`config.mk`:
```
export PLATFORM = sky130hd
export DESIGN_NAME = spi_boot_port
export DESIGN_NICKNAME = d
export VERILOG_FILES = /design/src/rtl/spi_port_pkg.sv /design/src/rtl/spi_sync.sv /design/src/rtl/spi_clk_gen.sv /design/src/rtl/spi_shift8.sv /design/src/rtl/spi_boot_port.sv
export SDC_FILE = /design/constraint.sdc
export NUM_CORES = 1
export LEC_CHECK = 0
export BUFFER_PORTS_ARGS = -buffer_cell sky130_fd_sc_hd__buf_2
export CAP_MARGIN = 20
export CORE_MARGIN = 3
export CORE_UTILIZATION = 50
export DETAILED_ROUTE_END_ITERATION = 6
export GPL_ROUTABILITY_DRIVEN = 1
export HOLD_SLACK_MARGIN = 0.02
export PLACE_DENSITY = 0.71
export REMOVE_ABC_BUFFERS = 1
export SLEW_MARGIN = 20
export SYNTH_ARGS = -nofsm -noshare
export SYNTH_HDL_FRONTEND = slang
export SYNTH_HIERARCHICAL = 1
export SYNTH_SLANG_ARGS = --single-unit
```
`constraint.sdc`:
```
create_clock -name clk -period 2.9 [get_ports clk]
set_input_delay 0.435 -clock clk [delete_from_list [all_inputs] [get_ports clk]]
set_output_delay 0.435 -clock clk [all_outputs]
set_load 0.01 [all_outputs]
```
`src/rtl/spi_port_pkg.sv`:
```
`timescale 1ns/1ps
package spi_port_pkg;
  localparam logic [7:0] OP_WRITE = 8'h02;
  localparam logic [7:0] OP_READ  = 8'h03;
  localparam int         HDR_BYTES = 3;

  typedef enum logic [2:0] {
    PH_INIT, PH_START, PH_MASTER, PH_FINISH, PH_SLAVE
  } phase_e;

  typedef enum logic [1:0] {
    SL_CMD, SL_ADDR, SL_DATA, SL_SKIP
  } sl_state_e;
endpackage

```
`src/rtl/spi_sync.sv`:
```
`timescale 1ns/1ps
module spi_sync #(
  parameter int           W       = 3,
  parameter logic [W-1:0] RST_VAL = '0
) (
  input  logic         clk,
  input  logic         rst_n,
  input  logic [W-1:0] d,
  output logic [W-1:0] q
);
  logic [W-1:0] s1_q;
  logic [W-1:0] s2_q;

  for (genvar i = 0; i < W; i++) begin : g_bit
    always_ff @(posedge clk or negedge rst_n) begin
      if (!rst_n) begin
        s1_q[i] <= RST_VAL[i];
        s2_q[i] <= RST_VAL[i];
      end else begin
        s1_q[i] <= d[i];
        s2_q[i] <= s1_q[i];
      end
    end
  end

  assign q = s2_q;
endmodule

```
`src/rtl/spi_clk_gen.sv`:
```
`timescale 1ns/1ps
module spi_clk_gen #(
  parameter int DIV = 2
) (
  input  logic clk,
  input  logic rst_n,
  input  logic en,
  output logic sck,
  output logic rise,
  output logic fall
);
  localparam int CW = (DIV > 1) ? $clog2(DIV) : 1;
  logic [CW-1:0] cnt_q;

  always_ff @(posedge clk or negedge rst_n) begin
    if (!rst_n) begin
      cnt_q <= '0;
      sck   <= 1'b0;
      rise  <= 1'b0;
      fall  <= 1'b0;
    end else if (!en) begin
      cnt_q <= '0;
      sck   <= 1'b0;
      rise  <= 1'b0;
      fall  <= 1'b0;
    end else if (cnt_q == CW'(DIV - 1)) begin
      cnt_q <= '0;
      sck   <= ~sck;
      rise  <= ~sck;
      fall  <= sck;
    end else begin
      cnt_q <= cnt_q + 1'b1;
      rise  <= 1'b0;
      fall  <= 1'b0;
    end
  end
endmodule

```
`src/rtl/spi_shift8.sv`:
```
`timescale 1ns/1ps
module spi_shift8 (
  input  logic       clk,
  input  logic       rst_n,
  input  logic       clr,
  input  logic       load,
  input  logic [7:0] load_val,
  input  logic       rise,
  input  logic       fall,
  input  logic       din,
  input  logic       wrap_load,
  input  logic [7:0] wrap_val,
  output logic       dout,
  output logic       byte_done,
  output logic [7:0] byte_val
);
  logic [7:0] sh_q;
  logic [2:0] cnt_q;
  logic       bit_q;

  assign byte_val  = {sh_q[6:0], bit_q};
  assign byte_done = fall && (cnt_q == 3'd7);
  assign dout      = sh_q[7];

  always_ff @(posedge clk or negedge rst_n) begin
    if (!rst_n) begin
      sh_q  <= '0;
      cnt_q <= '0;
      bit_q <= 1'b0;
    end else if (clr) begin
      sh_q  <= '0;
      cnt_q <= '0;
      bit_q <= 1'b0;
    end else if (load) begin
      sh_q <= load_val;
    end else begin
      if (rise) bit_q <= din;
      if (fall) begin
        cnt_q <= cnt_q + 1'b1;
        sh_q  <= (byte_done && wrap_load) ? wrap_val : byte_val;
      end
    end
  end

  // a buffer reload never coincides with an SCK edge
  assert_load_off_edge_R8: assert property (@(posedge clk) disable iff (!rst_n)
    load |-> !(rise || fall)) else $error("load collided with an SCK edge");
endmodule

```
`src/rtl/spi_boot_port.sv`:
```
`timescale 1ns/1ps
module spi_boot_port
  import spi_port_pkg::*;
#(
  parameter int          BOOT_BYTES = 8,
  parameter int          CLK_DIV    = 2,
  parameter logic [15:0] BOOT_ADDR  = 16'h0000
) (
  input  logic       clk,
  input  logic       rst_n,
  input  logic       standalone_i,
  output logic       sck_o,
  output logic       sck_oe,
  input  logic       sck_i,
  output logic       mosi_o,
  output logic       mosi_oe,
  input  logic       mosi_i,
  input  logic       miso_i,
  output logic       miso_o,
  output logic       miso_oe,
  output logic       cs_n_o,
  input  logic       ss_n_i,
  output logic       rf_wr_valid,
  output logic [7:0] rf_wr_addr,
  output logic [7:0] rf_wr_data,
  output logic [7:0] rf_rd_addr,
  input  logic [7:0] rf_rd_data,
  output logic       boot_done
);
  localparam int TOTAL = HDR_BYTES + BOOT_BYTES;
  localparam int CW    = $clog2(TOTAL + 1);

  phase_e    phase_q;
  sl_state_e sl_state_q;
  logic [CW-1:0] mcnt_q;
  logic       coproc_q, cs_n_q, clk_en_q, done_q;
  logic       wr_valid_q;
  logic [7:0] wr_addr_q, wr_data_q, sl_addr_q;
  logic       sl_rd_q, sl_active_q, ld_pend_q;
  logic       sck_d, ss_d;

  // synchronized slave pins
  logic [2:0] sync_q;
  logic       ss_s, sck_s, mosi_s;
  spi_sync #(.W(3), .RST_VAL(3'b100)) u_sync (
    .clk(clk), .rst_n(rst_n), .d({ss_n_i, sck_i, mosi_i}), .q(sync_q));
  assign ss_s   = sync_q[2];
  assign sck_s  = sync_q[1];
  assign mosi_s = sync_q[0];

  logic s_rise, s_fall, ss_fall, master;
  assign s_rise  = sck_s & ~sck_d;
  assign s_fall  = ~sck_s & sck_d;
  assign ss_fall = ss_d & ~ss_s;
  assign master  = (phase_q == PH_START) || (phase_q == PH_MASTER) ||
                   (phase_q == PH_FINISH);

  // master clock
  logic cg_sck, cg_rise, cg_fall;
  spi_clk_gen #(.DIV(CLK_DIV)) u_clk (
    .clk(clk), .rst_n(rst_n), .en(clk_en_q),
    .sck(cg_sck), .rise(cg_rise), .fall(cg_fall));

  // shared shift register
  logic       sh_rise, sh_fall, sh_din, sh_clr, sh_load;
  logic [7:0] sh_load_val, sh_wrap_val, sh_byte;
  logic       sh_dout, sh_done;

  assign sh_rise     = master ? cg_rise : (sl_active_q && s_rise);
  assign sh_fall     = master ? cg_fall : (sl_active_q && s_fall);
  assign sh_din      = master ? miso_i : mosi_s;
  assign sh_clr      = (phase_q == PH_SLAVE) && ss_fall;
  assign sh_load     = (phase_q == PH_START) || ld_pend_q;
  assign sh_load_val = (phase_q == PH_START) ? OP_READ : rf_rd_data;

  always_comb begin
    if (mcnt_q == CW'(0))      sh_wrap_val = BOOT_ADDR[15:8];
    else if (mcnt_q == CW'(1)) sh_wrap_val = BOOT_ADDR[7:0];
    else                       sh_wrap_val = 8'h00;
  end

  spi_shift8 u_shift (
    .clk(clk), .rst_n(rst_n), .clr(sh_clr), .load(sh_load),
    .load_val(sh_load_val), .rise(sh_rise), .fall(sh_fall), .din(sh_din),
    .wrap_load(master), .wrap_val(sh_wrap_val),
    .dout(sh_dout), .byte_done(sh_done), .byte_val(sh_byte));

  always_ff @(posedge clk or negedge rst_n) begin
    if (!rst_n) begin
      phase_q     <= PH_INIT;
      coproc_q    <= 1'b0;
      cs_n_q      <= 1'b1;
      clk_en_q    <= 1'b0;
      done_q      <= 1'b0;
      mcnt_q      <= '0;
      wr_valid_q  <= 1'b0;
      wr_addr_q   <= '0;
      wr_data_q   <= '0;
      sl_state_q  <= SL_CMD;
      sl_rd_q     <= 1'b0;
      sl_addr_q   <= '0;
      sl_active_q <= 1'b0;
      ld_pend_q   <= 1'b0;
      sck_d       <= 1'b0;
      ss_d        <= 1'b1;
    end else begin
      sck_d      <= sck_s;
      ss_d       <= ss_s;
      wr_valid_q <= 1'b0;
      ld_pend_q  <= 1'b0;
      unique case (phase_q)
        PH_INIT: begin
          if (standalone_i) begin
            phase_q <= PH_START;
          end else begin
            coproc_q <= 1'b1;
            done_q   <= 1'b1;
            phase_q  <= PH_SLAVE;
          end
        end
        PH_START: begin
          cs_n_q   <= 1'b0;
          clk_en_q <= 1'b1;
          phase_q  <= PH_MASTER;
        end
        PH_MASTER: begin
          if (sh_done) begin
            mcnt_q <= mcnt_q + 1'b1;
            if (mcnt_q >= CW'(HDR_BYTES)) begin
              wr_valid_q <= 1'b1;
              wr_addr_q  <= 8'(mcnt_q - CW'(HDR_BYTES));
              wr_data_q  <= sh_byte;
            end
            if (mcnt_q == CW'(TOTAL - 1)) begin
              clk_en_q <= 1'b0;
              phase_q  <= PH_FINISH;
            end
          end
        end
        PH_FINISH: begin
          cs_n_q  <= 1'b1;
          done_q  <= 1'b1;
          phase_q <= PH_SLAVE;
        end
        PH_SLAVE: begin
          if (ss_fall) begin
            sl_active_q <= 1'b1;
            sl_state_q  <= SL_CMD;
          end else if (ss_s) begin
            sl_active_q <= 1'b0;
            sl_state_q  <= SL_CMD;
          end else if (sl_active_q && sh_done) begin
            unique case (sl_state_q)
              SL_CMD: begin
                if (sh_byte == OP_WRITE) begin
                  sl_rd_q    <= 1'b0;
                  sl_state_q <= SL_ADDR;
                end else if (sh_byte == OP_READ) begin
                  sl_rd_q    <= 1'b1;
                  sl_state_q <= SL_ADDR;
                end else begin
                  sl_state_q <= SL_SKIP;
                end
              end
              SL_ADDR: begin
                sl_addr_q  <= sh_byte;
                ld_pend_q  <= sl_rd_q;
                sl_state_q <= SL_DATA;
              end
              SL_DATA: begin
                if (!sl_rd_q) begin
                  wr_valid_q <= 1'b1;
                  wr_addr_q  <= sl_addr_q;
                  wr_data_q  <= sh_byte;
                end
                sl_addr_q <= sl_addr_q + 8'd1;
                ld_pend_q <= sl_rd_q;
              end
              default: sl_state_q <= SL_SKIP;
            endcase
          end
        end
        default: phase_q <= PH_INIT;
      endcase
    end
  end

  assign sck_o       = cg_sck;
  assign sck_oe      = master;
  assign mosi_o      = master ? sh_dout : 1'b0;
  assign mosi_oe     = master;
  assign cs_n_o      = cs_n_q;
  assign miso_oe     = (phase_q == PH_SLAVE) && sl_active_q;
  assign miso_o      = (miso_oe && sl_rd_q && sl_state_q == SL_DATA) ? sh_dout : 1'b0;
  assign rf_wr_valid = wr_valid_q;
  assign rf_wr_addr  = wr_addr_q;
  assign rf_wr_data  = wr_data_q;
  assign rf_rd_addr  = sl_addr_q;
  assign boot_done   = done_q;

  assert_done_sticky_R5: assert property (@(posedge clk) disable iff (!rst_n)
    boot_done |=> boot_done) else $error("boot_done dropped");
  assert_master_off_after_boot_R5: assert property (@(posedge clk) disable iff (!rst_n)
    boot_done |-> (cs_n_o && !sck_oe && !mosi_oe)) else $error("master active after boot");
  assert_sck_framed_R3: assert property (@(posedge clk) disable iff (!rst_n)
    $rose(sck_o) |-> !cs_n_o) else $error("SCK rose with chip-select high");
  assert_miso_quiet_R9: assert property (@(posedge clk) disable iff (!rst_n)
    (ss_s && $past(ss_s)) |-> (!miso_oe && !miso_o)) else $error("MISO driven while deselected");
  assert_coproc_no_master_R6: assert property (@(posedge clk) disable iff (!rst_n)
    coproc_q |-> (cs_n_o && !sck_oe)) else $error("master activity in coprocessor mode");
  assert_single_write_R13: assert property (@(posedge clk) disable iff (!rst_n)
    rf_wr_valid |=> !rf_wr_valid) else $error("write strobe held two cycles");
endmodule

```
; ---- Word-level counts from Yosys, hierarchy flattened
; Cells that the tools add are included.
[word_totals]
output_inout_bits = 33
romBits = 0
n_memories = 0
latch_bits = 0
word_cells = 176
register_bits = 64
ram_bits = 0
[op_classes]
n_mul = 0
n_bitwise = 9
reduce_logical = 37
addsub = 5
n_mux = 74
eq_ne = 22
order_cmp = 1
shift = 0
n_div = 0
[ops]
columns = operator, count
row1 = $mux W8, 19
row2 = $pmux W8 S2, 3
row3 = $mux W1, 35
row4 = $mux W3, 6
row5 = $reduce_bool A2 Y1, 9
row6 = $eq A8 B2 Y1 const B, 2
row7 = $pmux W3 S5, 1
row8 = $ne A2 B2 Y1 const B, 7
row9 = $mux W2, 5
row10 = $reduce_and A2 Y1, 5
row11 = $logic_and A1 B1 Y1, 9
row12 = $reduce_and A3 Y1, 3
row13 = $add A8 B1 Y8 const B, 1
row14 = $ne A2 B1 Y1 const B, 4
row15 = $pmux W1 S2, 4
row16 = $reduce_and A8 Y1, 1
row17 = $eq A3 B2 Y1 const B, 2
row18 = $eq A3 B3 Y1 const B, 2
row19 = $not A1 Y1, 6
row20 = $pmux W2 S3, 1
row21 = $reduce_and A6 Y1, 1
row22 = $reduce_bool A3 Y1, 2
row23 = $reduce_and A5 Y1, 1
row24 = $sub A4 B2 Y5 const B, 1
row25 = 14 further kinds, 18

; ---- Longest topological paths before layout
; Gate-level depths: netlist of the first run.
[depth]
depth_word = 10
mapped_depth = 13
ltp_nobuf = 9

; ---- Modules after synthesis
; The synthesis of the first run kept the hierarchy.
[modules_own_cells]
columns = module, n_inst, area_each_um2, cells_per_inst
row1 = spi_boot_port, 1, 2218.4, 215
row2 = spi_shift8, 1, 721.9, 75
row3 = spi_sync, 1, 152.6, 6
row4 = spi_clk_gen, 1, 138.9, 10

; ---- Worst setup path after synthesis of the first run
; No wires, ideal clock.
[synth_path]
path_kind = register to register
start = register phase_q[1]
end = register wr_addr_q[3], in the netlist rf_wr_addr[3]
path_stages_with_launch = 12
arrival_time_ns = 2.575
path_slack_ns = 0.199
t_required_ns = 2.775
setup_ns = 0.125
cell_sequence = dfrtp_1 > buf_4 > nor2_1 > nor2_1 > o31ai_1 > and2_1 > nor4bb_1 > buf_2 > a32o_1 > buf_6 > buf_12 > mux2_4
[synth_via]
elab_chain_len = 8
[synth_lines]
columns = item, line_no
row1 = from (decl), spi_boot_port.sv:33  ; phase_e phase_q;
row2 = from (signal assigned), spi_boot_port.sv:90  ; phase_q <= PH_INIT;
row3 = from (signal assigned), spi_boot_port.sv:114  ; phase_q <= PH_START;
row4 = from (signal assigned), spi_boot_port.sv:118  ; phase_q <= PH_SLAVE;
row5 = $eq A3 B1 Y1 / $eq A3 B2 Y1 (equally long branches), spi_boot_port.sv:55  ; assign master = (phase_q == PH_START) || (phase_q == PH_MASTER) ||
row6 = $logic_or A1 B1 Y1, spi_boot_port.sv:55
row7 = $logic_or A1 B1 Y1 *, spi_boot_port.sv:55
row8 = net mosi_oe, spi_boot_port.sv:16  ; output logic mosi_oe,
row9 = $mux W1 *, spi_boot_port.sv:70  ; assign sh_fall = master ? cg_fall : (sl_active_q && s_fall);
row10 = net sh_fall, spi_boot_port.sv:65  ; logic sh_rise, sh_fall, sh_din, sh_clr, sh_load;
row11 = $logic_and A1 B1 Y1 *, spi_shift8.sv:22  ; assign byte_done = fall && (cnt_q == 3'd7);
row12 = net sh_done, spi_boot_port.sv:67  ; logic sh_dout, sh_done;
row13 = $logic_and A1 B1 Y1, spi_boot_port.sv:152  ; end else if (sl_active_q && sh_done) begin
row14 = $ne A2 B2 Y1 (no line), -
row15 = $reduce_and A8 Y1 (no line) *, -
row16 = to (signal assigned), spi_boot_port.sv:131  ; wr_addr_q <= 8'(mcnt_q - CW'(HDR_BYTES));
row17 = to (signal assigned), spi_boot_port.sv:173  ; wr_addr_q <= sl_addr_q;
row18 = to (decl), spi_boot_port.sv:38  ; logic [7:0] wr_addr_q, wr_data_q, sl_addr_q;
; The timed path passes the listed nets; every way through them passes the cells marked *.
; A chain may end at the register's enable or synchronous reset.

; ---- Final worst setup path of the first run
[layout_path]
start = register phase_q[1]
end = register wr_data_q[1], in the netlist rf_wr_data[1]
[layout_via]
elab_chain_len = 8
[layout_lines]
columns = item, line_no
row1 = $eq A3 B1 Y1 / $eq A3 B2 Y1 (equally long branches), spi_boot_port.sv:55
row2 = $logic_or A1 B1 Y1, spi_boot_port.sv:55
row3 = $logic_or A1 B1 Y1 *, spi_boot_port.sv:55
row4 = $mux W1 *, spi_boot_port.sv:70
row5 = net sh_fall, spi_boot_port.sv:65
row6 = $logic_and A1 B1 Y1 *, spi_shift8.sv:22
row7 = net sh_done, spi_boot_port.sv:67
row8 = $logic_and A1 B1 Y1, spi_boot_port.sv:152
row9 = $ne A2 B2 Y1 (no line), -
row10 = $reduce_and A8 Y1 (no line) *, -
row11 = to (signal assigned), spi_boot_port.sv:132  ; wr_data_q <= sh_byte;
row12 = to (signal assigned), spi_boot_port.sv:174  ; wr_data_q <= sh_byte;
row13 = to (decl), spi_boot_port.sv:38
; Marked as above.

==> results of run 1 <==
[cells in the mapped netlist (2+ instances only)]
library cell and instances:
nor4_1 2, buf_4 6, nand2_1 29, xor2_1 4
o21ai_0 6, nor2b_1 8, nand2b_1 3, and3_1 2
mux2_2 7, nand3_1 2, a22o_1 7, nor3_1 2
a221oi_1 8, and2_1 5, or3_1 8, nor4bb_1 2
buf_2 7, dfstp_2 4, nor2_1 30, nor3b_1 2
nand3b_1 2, inv_1 6, a21oi_1 22, buf_6 3
mux2_4 5, xnor2_1 4, nand4_1 4, dfrtp_1 60
clkbuf_1 3, o31ai_1 4, mux2i_1 8, ha_1 8
o22ai_1 6, a21o_1 3, or2_2 4, and4_1 3
[power groups by stage]
stage,sequential [uW],combinational [uW],clock (uW)
6_report,1140,639,868
3_5_place_dp,1150,638,0
5_1_grt,1150,723,930
4_1_cts,1140,641,888
3_3_place_gp,1150,628,0
2_1_floorplan,1140,397,0
[logic make-up after synthesis]
kind of cell | count (synthesis) | share of synthesized area [%]
and+or+nand+nor | 117 | 19.7
DFF | 64 | 49.7
AOI/OAI and AO/OA | 62 | 12.8
buffers and inverters | 26 | 5.19
muxes | 20 | 7.24
adders and majority gates | 8 | 3.10
xor gates and xnor gates | 8 | 2.17
other | 1 | 0.116
[routing by layer]
layer	part of all wire, %	global-route usage [%]	up-vias	routed length (um)
met5	0	0	-	0
met2	47	29.4	63	3190
met4	1.4	6.37	0	95
met3	5.0	6.27	9	336
li1	-	-	1204	-
met1	46	27.1	1189	3130
[cell type report]
| cell class | count | area (um^2) | share of cell area [%] |
|---|---|---|---|
| clock buffer | 10 | 138 | 3.64 |
| sequential | 64 | 1610 | 42.4 |
| clock inverter | 6 | 92.6 | 2.45 |
| inverter | 6 | 22.5 | 0.595 |
| multi-input combinational | 223 | 1490 | 39.4 |
| timing repair buffer | 61 | 340 | 8.99 |
| tap | 75 | 93.8 | 2.48 |
[metrics by stage]
stage | instance area (um^2) | setup TNS, ns | cells | power [uW] | hold WS [ns]
4_1_cts | 3780 | 0 | 445 | 2670 | 0.0677
3_5_place_dp | 3550 | 0 | 429 | 1790 | 0.336
3_3_place_gp | 3550 | 0 | 429 | 1770 | 0.331
5_1_grt | 3780 | 0 | 445 | 2810 | 0.0782
6_report | 3780 | 0 | 445 | 2640 | 0.0674
2_1_floorplan | 3110 | -8.98 | 293 | 1530 | 0.139
[worst max-delay path: stages (launching register included)]
cell and delay (ns):
dfrtp_1 0.38, nor2_1 0.13, nor2_1 0.08, o31ai_2 0.41
and2_1 0.25, nor4bb_1 0.38, a32o_1 0.17, buf_4 0.28
mux2_2 0.37
[worst max-delay path by stage]
stage                      end  depth (start not counted)  startpoint  slack [ns]
3_5_place_dp     rf_wr_data[3]                          8  phase_q[1]        0.18
2_1_floorplan    rf_wr_data[0]                          8  phase_q[1]       -0.66
4_1_cts        u_shift/sh_q[7]                          7  phase_q[2]        0.17
6_report         rf_wr_data[1]                          8  phase_q[1]        0.34
5_1_grt          rf_wr_data[2]                          8  phase_q[1]        0.09
3_3_place_gp   u_shift/sh_q[3]                          7  phase_q[2]        0.24
[repair_timing]
action | CTS | global route
setup endpoints to repair | 0 | 10
gates resized for setup | 0 | 2
endpoints found under the hold margin | 0 | 0
[registers in the layout, summed over array words and instances (netlist names), 2 cells and up]
| register | flops |
|---|---|
| rf_wr_addr | 8 |
| u_sync/q | 3 |
| u_shift/cnt_q | 3 |
| u_sync/s1_q | 3 |
| rf_wr_data | 8 |
| phase_q | 3 |
| u_shift/sh_q | 8 |
| mcnt_q | 4 |
| rf_rd_addr | 8 |
| sl_state_q | 2 |
==> flow_metrics.env, run 1 <==
export IMPL_synth_edf_count=0
export IMPL_hpwl_um=4760
export IMPL_grt_max_degree=41
export IMPL_synth_area_um2=3230
export IMPL_fmax_mhz=391
export IMPL_clock_skew_ns=0.00743
export IMPL_drt_initial_drc_count=173
export IMPL_critPathLaunchType="register"
export IMPL_syn_area_per_cell_um2=10.6
export IMPL_r2r_end="rf_wr_data[1]"
export IMPL_r2r_setup_slack_ns=0.34
export IMPL_synth_main_ff_cell="dfrtp_1"
export IMPL_drc_errors=0
export IMPL_period_needed_ns=2.56
export IMPL_clockRootBuffer="clkbuf_8"
export IMPL_drive_above_1_share_pct=28.1
export IMPL_cts_tree="yes"
export IMPL_setup_viol=0
export IMPL_async_flop_share_pct=100
export IMPL_most_common_layout_cells="60 x dfrtp_1, 47 x buf_2, 29 x nand2_1, 29 x nor2_1, 22 x a21oi_1"
export IMPL_io_pins=48
export IMPL_final_period_utilization_pct=88.2
export IMPL_place_congestion=0.784
export IMPL_syn_inst=306
export IMPL_antenna_found_initial=0
export IMPL_max_vdd_ir_drop_v=0.000632
export IMPL_tightest_slew_ns=0.704
export IMPL_postRouteAntennaNets=0
export IMPL_p_sw_uw=833
export IMPL_synth_top_cell_area_share_pct=46.5
export IMPL_die_width_um=86.4
export IMPL_switching_share_pct=31.5
export IMPL_rr_startpoint="phase_q[1]"
export IMPL_numClockSinks=64
export IMPL_rsz0062_at_grt="no"
export IMPL_status="finished, final reports clean"
export IMPL_fin_util_pct=62.1
export IMPL_pwr_density_cell_nw_per_um2=699
export IMPL_synthTopCellsByArea="dfrtp_1 46%, nor2_1 3.5%, a21oi_1 3.4%, nand2_1 3.4%, dfstp_2 3.3%"
export IMPL_start_util_pct=53.0
export IMPL_slew_viol_final=0
export IMPL_die_h_um=86.4
export IMPL_p_seq_share_pct=43.0
export IMPL_max_cap_viol_count=0
export IMPL_diodes=0
export IMPL_required_ns=3.13
export IMPL_critPathMaxFanout=24
export IMPL_grt_pass1_wl_um=11300
export IMPL_synthToLayoutAreaGrowth_pct=17.1
export IMPL_vias=2465
export IMPL_cts_max_level=3
export IMPL_setup_ws_ns=0.343
export IMPL_p_int_uw=1810
export IMPL_p_leak_uw=0.00184
export IMPL_vias_per_cell=5.54
export IMPL_ys_types=53
export IMPL_worstSetupPathType="reg -> reg"
export IMPL_final_common_cell="dfrtp_1"
export IMPL_core_area_um2=6100
export IMPL_grt_pass1_vias=2331
export IMPL_post_cts_buffers=0
export IMPL_fin_nets=388
export IMPL_clk_latency_ns=0.35
export IMPL_wire_per_inst_um=15.2
export IMPL_slew_headroom_pct=52.6
export IMPL_grt_ovfl_total=0
export IMPL_p_clk_share_pct=32.8
export IMPL_p_comb_share_pct=24.2
export IMPL_hold_viol_final=0
export IMPL_ff2ff_path_depth=8
export IMPL_dieArea_um2=7460
export IMPL_hold_class="in -> async"
export IMPL_drt_total_wl_um=6750
export IMPL_path_clk_slew_ns=0.07
export IMPL_seq_area_frac_synth_pct=49.7
export IMPL_yosysWarnings=6
export IMPL_n_fill_cell=525
export IMPL_synth_seq_cells=64
export IMPL_place_ws_ns=0.180
export IMPL_holdBufCountCts=0
export IMPL_cts_max_path_buffers=2
export IMPL_placementRows=28
export IMPL_cts_buffers=9
export IMPL_critPathArrivalTime_ns=2.79
export IMPL_firstDrtPassIters=4
export IMPL_critPathCaptureType="register"
export IMPL_yosys_area_top_type="dfrtp_1"
export IMPL_grt_usage_pct=19.6
export IMPL_port_buffers=47
Note: power is estimated with default switching activity, not from simulation.
==> inputs of run 2 (changes only) <==
--- a/config.mk
+++ b/config.mk
@@ -5,14 +5,13 @@
 export SDC_FILE = /design/constraint.sdc
 export NUM_CORES = 1
 export LEC_CHECK = 0
-export BUFFER_PORTS_ARGS = -buffer_cell sky130_fd_sc_hd__buf_2
 export CAP_MARGIN = 20
 export CORE_MARGIN = 3
 export CORE_UTILIZATION = 50
 export DETAILED_ROUTE_END_ITERATION = 6
+export DONT_BUFFER_PORTS = 1
 export GPL_ROUTABILITY_DRIVEN = 1
 export HOLD_SLACK_MARGIN = 0.02
-export PLACE_DENSITY = 0.71
 export REMOVE_ABC_BUFFERS = 1
 export SLEW_MARGIN = 20
 export SYNTH_ARGS = -nofsm -noshare
==> flow_metrics.env, run 2 (same netlist as run 1, synthesis figures left out) <==
export IMPL_status="finished, final reports clean"
export IMPL_p_clk_share_pct=30.9
export IMPL_diodes=0
export IMPL_fin_nets=340
export IMPL_hpwl_um=4410
export IMPL_slew_headroom_pct=47.9
export IMPL_clockRootBuffer="clkbuf_8"
export IMPL_final_common_cell="dfrtp_1"
export IMPL_switching_share_pct=31.6
export IMPL_start_util_pct=53.0
export IMPL_whs_path_depth=0
export IMPL_vias_per_cell=5.74
export IMPL_grt_pass1_wl_um=11000
export IMPL_fmax_mhz=413
export IMPL_cts_max_level=3
export IMPL_critPathArrivalTime_ns=2.65
export IMPL_synthToLayoutAreaGrowth_pct=9.10
export IMPL_max_cap_viol_count=0
export IMPL_port_buffers=0
export IMPL_grt_usage_pct=19.4
export IMPL_r2r_setup_slack_ns=0.48
export IMPL_whs_endpoint="u_sync/s1_q[2]"
export IMPL_drt_total_wl_um=6480
export IMPL_max_vdd_ir_drop_v=0.000440
export IMPL_highest_layer="met4"
export IMPL_p_comb_share_pct=22.8
export IMPL_hold_viol_final=0
export IMPL_grt_ovfl_total=0
export IMPL_period_needed_ns=2.42
export IMPL_cts_buffers=9
export IMPL_tightest_slew_ns=0.774
export IMPL_p_sw_uw=791
export IMPL_die_width_um=86.4
export IMPL_drive_above_1_share_pct=15.8
export IMPL_placementRows=28
export IMPL_antenna_found_initial=0
export IMPL_vias=2277
export IMPL_numClockSinks=64
export IMPL_critPathLaunchType="register"
export IMPL_rr_startpoint="phase_q[2]"
export IMPL_final_period_utilization_pct=83.5
export IMPL_clk_latency_ns=0.34
export IMPL_drt_initial_drc_count=89
export IMPL_required_ns=3.13
export IMPL_die_h_um=86.4
export IMPL_grt_max_degree=65
export IMPL_hp_start="ss_n_i"
export IMPL_ff2ff_path_depth=7
export IMPL_p_leak_uw=0.00160
export IMPL_worstSetupPathType="reg -> reg"
export IMPL_drt_met1_wl_um=2980
export IMPL_p_seq_share_pct=46.2
export IMPL_firstDrtPassIters=4
export IMPL_clock_skew_ns=0.0105
export IMPL_p_int_uw=1710
export IMPL_grt_pass1_vias=2295
export IMPL_critPathCaptureType="register"
export IMPL_core_area_um2=6100
export IMPL_place_congestion=0.807
export IMPL_setup_viol=0
export IMPL_drc_errors=0
export IMPL_path_clk_slew_ns=0.07
export IMPL_cts_tree="yes"
export IMPL_fin_hold_ws_ns=0.0886
export IMPL_critPathLaunch="phase_q[2]"
export IMPL_most_common_layout_cells="60 x dfrtp_1, 30 x nor2_1, 29 x nand2_1"
export IMPL_critPathMaxFanout=24
export IMPL_cts_resized=0
export IMPL_io_pins=48
export IMPL_slew_viol_final=0
export IMPL_postRouteAntennaNets=0
export IMPL_tns_ns=0
export IMPL_met2_length_um=2890
export IMPL_hold_class="in -> reg"
export IMPL_cts_max_path_buffers=2
export IMPL_n_fill_cell=552
export IMPL_dr_wl_met3_um=424
export IMPL_dieArea_um2=7460
export IMPL_rsz0062_at_grt="no"
export IMPL_wire_per_inst_um=16.3
export IMPL_pwr_density_cell_nw_per_um2=709
export IMPL_r2r_end="rf_wr_data[2]"
-- run 2: per-stage QoR --
stage / setup WS (ns) / util, % / total power, uW / std cells / instance area (um^2)
2_1_floorplan: -0.660 / - / 1530 / 293 / 3110
3_3_place_gp: 0.537 / 54.0 / 1720 / 379 / 3290
3_5_place_dp: 0.497 / 54.0 / 1730 / 379 / 3290
4_1_cts: 0.454 / 57.8 / 2530 / 397 / 3530
5_1_grt: 0.119 / 57.8 / 2680 / 397 / 3530
6_report: 0.478 / 57.8 / 2500 / 397 / 3530
-- run 2: cell type report --
cell class,count,area [um^2],area share [%]
Clock buffer,13,159,4.51
Multi-Input combinational cell,223,1480,42.1
Tap cell,75,93.8,2.66
Clock inverter,3,40.0,1.14
Sequential cell,64,1610,45.6
Timing Repair Buffer,13,120,3.41
Inverter,6,22.5,0.639
-- run 2: how the worst max path moves through the flow --
stage                          endpoint  slack (ns)
after floorplan           rf_wr_data[0]       -0.66
final                     rf_wr_data[2]        0.48
after CTS                        miso_o        0.45
after detailed placement  rf_wr_data[1]        0.50
after global placement    rf_wr_data[1]        0.54
after global routing      rf_wr_data[3]        0.12
-- run 2: power by group through the flow --
stage | Sequential, uW | Combinational, uW | Clock, uW
after floorplan | 1140 | 397 | 0
after global placement | 1180 | 540 | 0
after detailed placement | 1170 | 555 | 0
after CTS | 1160 | 579 | 790
after global routing | 1180 | 661 | 836
final | 1160 | 571 | 773
-- run 2: what timing repair did --
item	4_1_cts	5_1_grt
hold buffers	2	0
buffers inserted	0	0
endpoints found under the hold margin	64	0
-- run 2: critical path, cell delays in order, from the launching register on --
cell and delay, ns:
dfrtp_1 0.48, nor2_1 0.12, o31ai_1 0.28, and2_1 0.22, nor4bb_1 0.37, a32o_1 0.18
buf_4 0.28, mux2_2 0.37
-- run 2: per-layer routing --
layer	track usage [%]	vias to the layer above
met2	28.4	69
li1	-	1101
met3	5.89	14
met1	25.8	1093
met4	10.6	0
met5	0	-
==> inputs of run 3 (changes only) <==
--- a/config.mk
+++ b/config.mk
@@ -5,6 +5,7 @@
 export SDC_FILE = /design/constraint.sdc
 export NUM_CORES = 1
 export LEC_CHECK = 0
+export ABC_AREA = 1
 export CAP_MARGIN = 20
 export CORE_MARGIN = 3
 export CORE_UTILIZATION = 50
@@ -12,6 +13,7 @@
 export DONT_BUFFER_PORTS = 1
 export GPL_ROUTABILITY_DRIVEN = 1
 export HOLD_SLACK_MARGIN = 0.02
+export PLACE_DENSITY = 0.68
 export REMOVE_ABC_BUFFERS = 1
 export SLEW_MARGIN = 20
 export SYNTH_ARGS = -nofsm -noshare
==> constraint.sdc (replaced) <==
create_clock -name clk -period 2 [get_ports clk]
set_input_delay 0.3 -clock clk [delete_from_list [all_inputs] [get_ports clk]]
set_output_delay 0.3 -clock clk [all_outputs]
set_load 0.01 [all_outputs]
==> flow_metrics.env, run 3 <==
export IMPL_grt_pass1_vias=2661
export IMPL_clk_latency_ns=0.34
export IMPL_most_common_layout_cells="140 x nand2_1, 60 x dfrtp_1, 53 x inv_1"
export IMPL_synth_area_um2=3470
export IMPL_p_sw_uw=589
export IMPL_start_util_pct=53.1
export IMPL_drt_total_wl_um=7690
export IMPL_async_flop_share_pct=100
export IMPL_port_buffers=0
export IMPL_grt_ovfl_total=0
export IMPL_fin_nets=508
export IMPL_final_cells=567
export IMPL_cts_buffers=9
export IMPL_p_comb_share_pct=4.7
export IMPL_firstDrtPassIters=4
export IMPL_pwr_density_cell_nw_per_um2=645
export IMPL_hp_start="miso_i"
export IMPL_fmax_mhz=516
export IMPL_critPathCaptureType="output port"
export IMPL_final_period_utilization_pct=96.9
export IMPL_synth_top_cell_area_share_pct=43.3
export IMPL_hold_viol_final=0
export IMPL_place_congestion=0.899
export IMPL_ys_types=34
export IMPL_seq_area_frac_synth_pct=46.3
export IMPL_die_h_um=89.3
export IMPL_whs_path_depth=4
export IMPL_yosysWarnings=6
export IMPL_synth_most_common_cell="nand2_1"
export IMPL_die_width_um=89.3
export IMPL_worstSetupPathType="reg -> out"
export IMPL_hold_class="in -> reg"
export IMPL_yosys_area_top_type="dfrtp_1"
export IMPL_grt_usage_pct=20.5
export IMPL_synth_main_ff_cell="dfrtp_1"
export IMPL_clock_skew_ns=0.00550
export IMPL_power_total_uw=2560
export IMPL_antenna_found_initial=0
export IMPL_critPathArrivalTime_ns=1.64
export IMPL_synth_edf_count=0
export IMPL_postRouteAntennaNets=0
export IMPL_period_needed_ns=1.94
export IMPL_slew_viol_final=0
export IMPL_syn_inst=451
export IMPL_io_pins=48
export IMPL_core_area_um2=6530
export IMPL_vias_per_cell=5.10
export IMPL_clockRootBuffer="clkbuf_8"
export IMPL_synth_commonest_cells="142 x nand2_1, 60 x dfrtp_1, 53 x inv_1"
export IMPL_r2r_setup_slack_ns=0.17
export IMPL_grt_pass1_wl_um=12400
export IMPL_cts_max_level=3
export IMPL_final_common_cell="nand2_1"
export IMPL_drc_errors=0
export IMPL_drive_above_1_share_pct=14.7
export IMPL_synth_seq_cells=64
export IMPL_critPathLaunchType="register"
export IMPL_rr_startpoint="phase_q[0]"
export IMPL_status="finished, final reports clean"
export IMPL_p_leak_uw=0.00211
export IMPL_placementRows=29
export IMPL_cts_tree="yes"
export IMPL_switching_share_pct=23.0
export IMPL_critPathMaxFanout=4
export IMPL_r2r_end="rf_wr_data[5]"
export IMPL_syn_area_per_cell_um2=7.69
export IMPL_hpwl_um=5430
export IMPL_max_cap_viol_count=0
export IMPL_grt_max_degree=65
export IMPL_whs_endpoint="u_shift/bit_q"
export IMPL_vias=2893
export IMPL_cts_max_path_buffers=2
export IMPL_diodes=0
export IMPL_required_ns=1.70
export IMPL_numClockSinks=64
export IMPL_drt_initial_drc_count=125
export IMPL_setup_viol=0
export IMPL_p_clk_share_pct=43.0
export IMPL_ff2ff_path_depth=13
export IMPL_place_inst=540
export IMPL_critPathLaunch="phase_q[0]"
export IMPL_max_vdd_ir_drop_v=0.000379
export IMPL_p_int_uw=1970
export IMPL_wire_per_inst_um=13.6
export IMPL_p_seq_share_pct=52.3
export IMPL_path_clk_slew_ns=0.07
export IMPL_synthToLayoutAreaGrowth_pct=14.5
export IMPL_dieArea_um2=7970
export IMPL_synthTopCellsByArea="dfrtp_1 43%, nand2_1 15%, nand3_1 7.2%, inv_1 5.7%, nor2_1 5.0%"
-- run 3: cell types whose count changed after synthesis, moves of 16 or more --
cell / before / now
nor2_1: 30 / 46
inv_1: 6 / 53
o21ai_0: 6 / 22
nand2_1: 29 / 142
a21oi_1: 22 / 5
nand3_1: 2 / 50
-- run 3: power by group through the flow --
| stage | clock network, uW | logic [uW] | registers (uW) |
|---|---|---|---|
| 2_1_floorplan | 0 | 64.5 | 1360 |
| 6_report | 1100 | 121 | 1340 |
| 4_1_cts | 1130 | 121 | 1340 |
| 3_5_place_dp | 0 | 81.8 | 1360 |
| 5_1_grt | 1200 | 144 | 1340 |
| 3_3_place_gp | 0 | 78.8 | 1360 |
-- run 3: what timing repair did --
item | in CTS | in global routing
pin swaps | 0 | 4
buffers inserted | 0 | 6
gates resized for setup | 1 | 9
endpoints found under the setup margin | 1 | 29
cloned | 0 | 0
endpoints found under the hold margin | 67 | 0
hold buffers | 5 | 0
-- run 3: through the flow --
step / hold slack [ns] / util (%) / setup TNS [ns] / worst slack (ns) / instance area [um^2]
finish: 0.220 / 60.8 / 0 / 0.0626 / 3970
global route: 0.232 / 60.8 / -0.0376 / -0.0328 / 3970
CTS: 0.195 / 59.7 / 0 / 0.00322 / 3900
detailed placement: 0.00647 / 55.5 / 0 / 0.0962 / 3620
global placement: 0.00630 / 55.5 / 0 / 0.132 / 3620
floorplan: 0.00441 / - / -29.62 / -0.774 / 3410
-- run 3: final cells by class --
cell class,instances,area [um^2]
Multi-Input combinational cell,326,1620
Fill cell,603,2560
Tap cell,77,96.3
Timing Repair Buffer,27,240
Inverter,57,216
Clock inverter,5,56.3
Sequential cell,64,1610
Clock buffer,11,141
-- run 3: kinds of logic after synthesis --
kind of cell / Yosys count / share of synthesized area (%)
buffers and inverters: 68 / 8.76
flip-flops: 64 / 46.3
AND/OR/NAND/NOR: 277 / 36.7
AO/OA/AOI/OAI: 30 / 4.44
other: 1 / 0.108
adder cells (fa/ha/maj): 8 / 2.89
XOR/XNOR: 3 / 0.757
-- run 3: per-layer routing --
| metal | part of all wire (%) | routed length (um) | global-route usage (%) | vias up |
|---|---|---|---|---|
| met5 | 0 | 0 | 0 | - |
| met4 | 1.8 | 140 | 6.09 | 0 |
| li1 | - | - | - | 1479 |
| met3 | 5.4 | 419 | 6.91 | 15 |
| met2 | 46 | 3530 | 33.0 | 75 |
| met1 | 47 | 3600 | 26.3 | 1324 |
-- run 3: critical path, stage by stage, from the launching register on --
cell and delay, ns:
dfrtp_1 0.40, buf_6 0.14, nor2_4 0.14, nand2_4 0.09, inv_4 0.06, nand2_4 0.05, nor4_4 0.25, buf_4 0.17
-- run 3: worst max-delay path by stage --
| stage | to | slack [ns] | depth (start not counted) |
|---|---|---|---|
| 3_3_place_gp | rf_wr_data[4] | 0.13 | 13 |
| 4_1_cts | miso_o | 0.003 | 7 |
| 6_report | miso_o | 0.06 | 7 |
| 2_1_floorplan | rf_wr_addr[0] | -0.77 | 13 |
| 5_1_grt | miso_o | -0.03 | 7 |
| 3_5_place_dp | rf_wr_addr[2] | 0.1 | 13 |
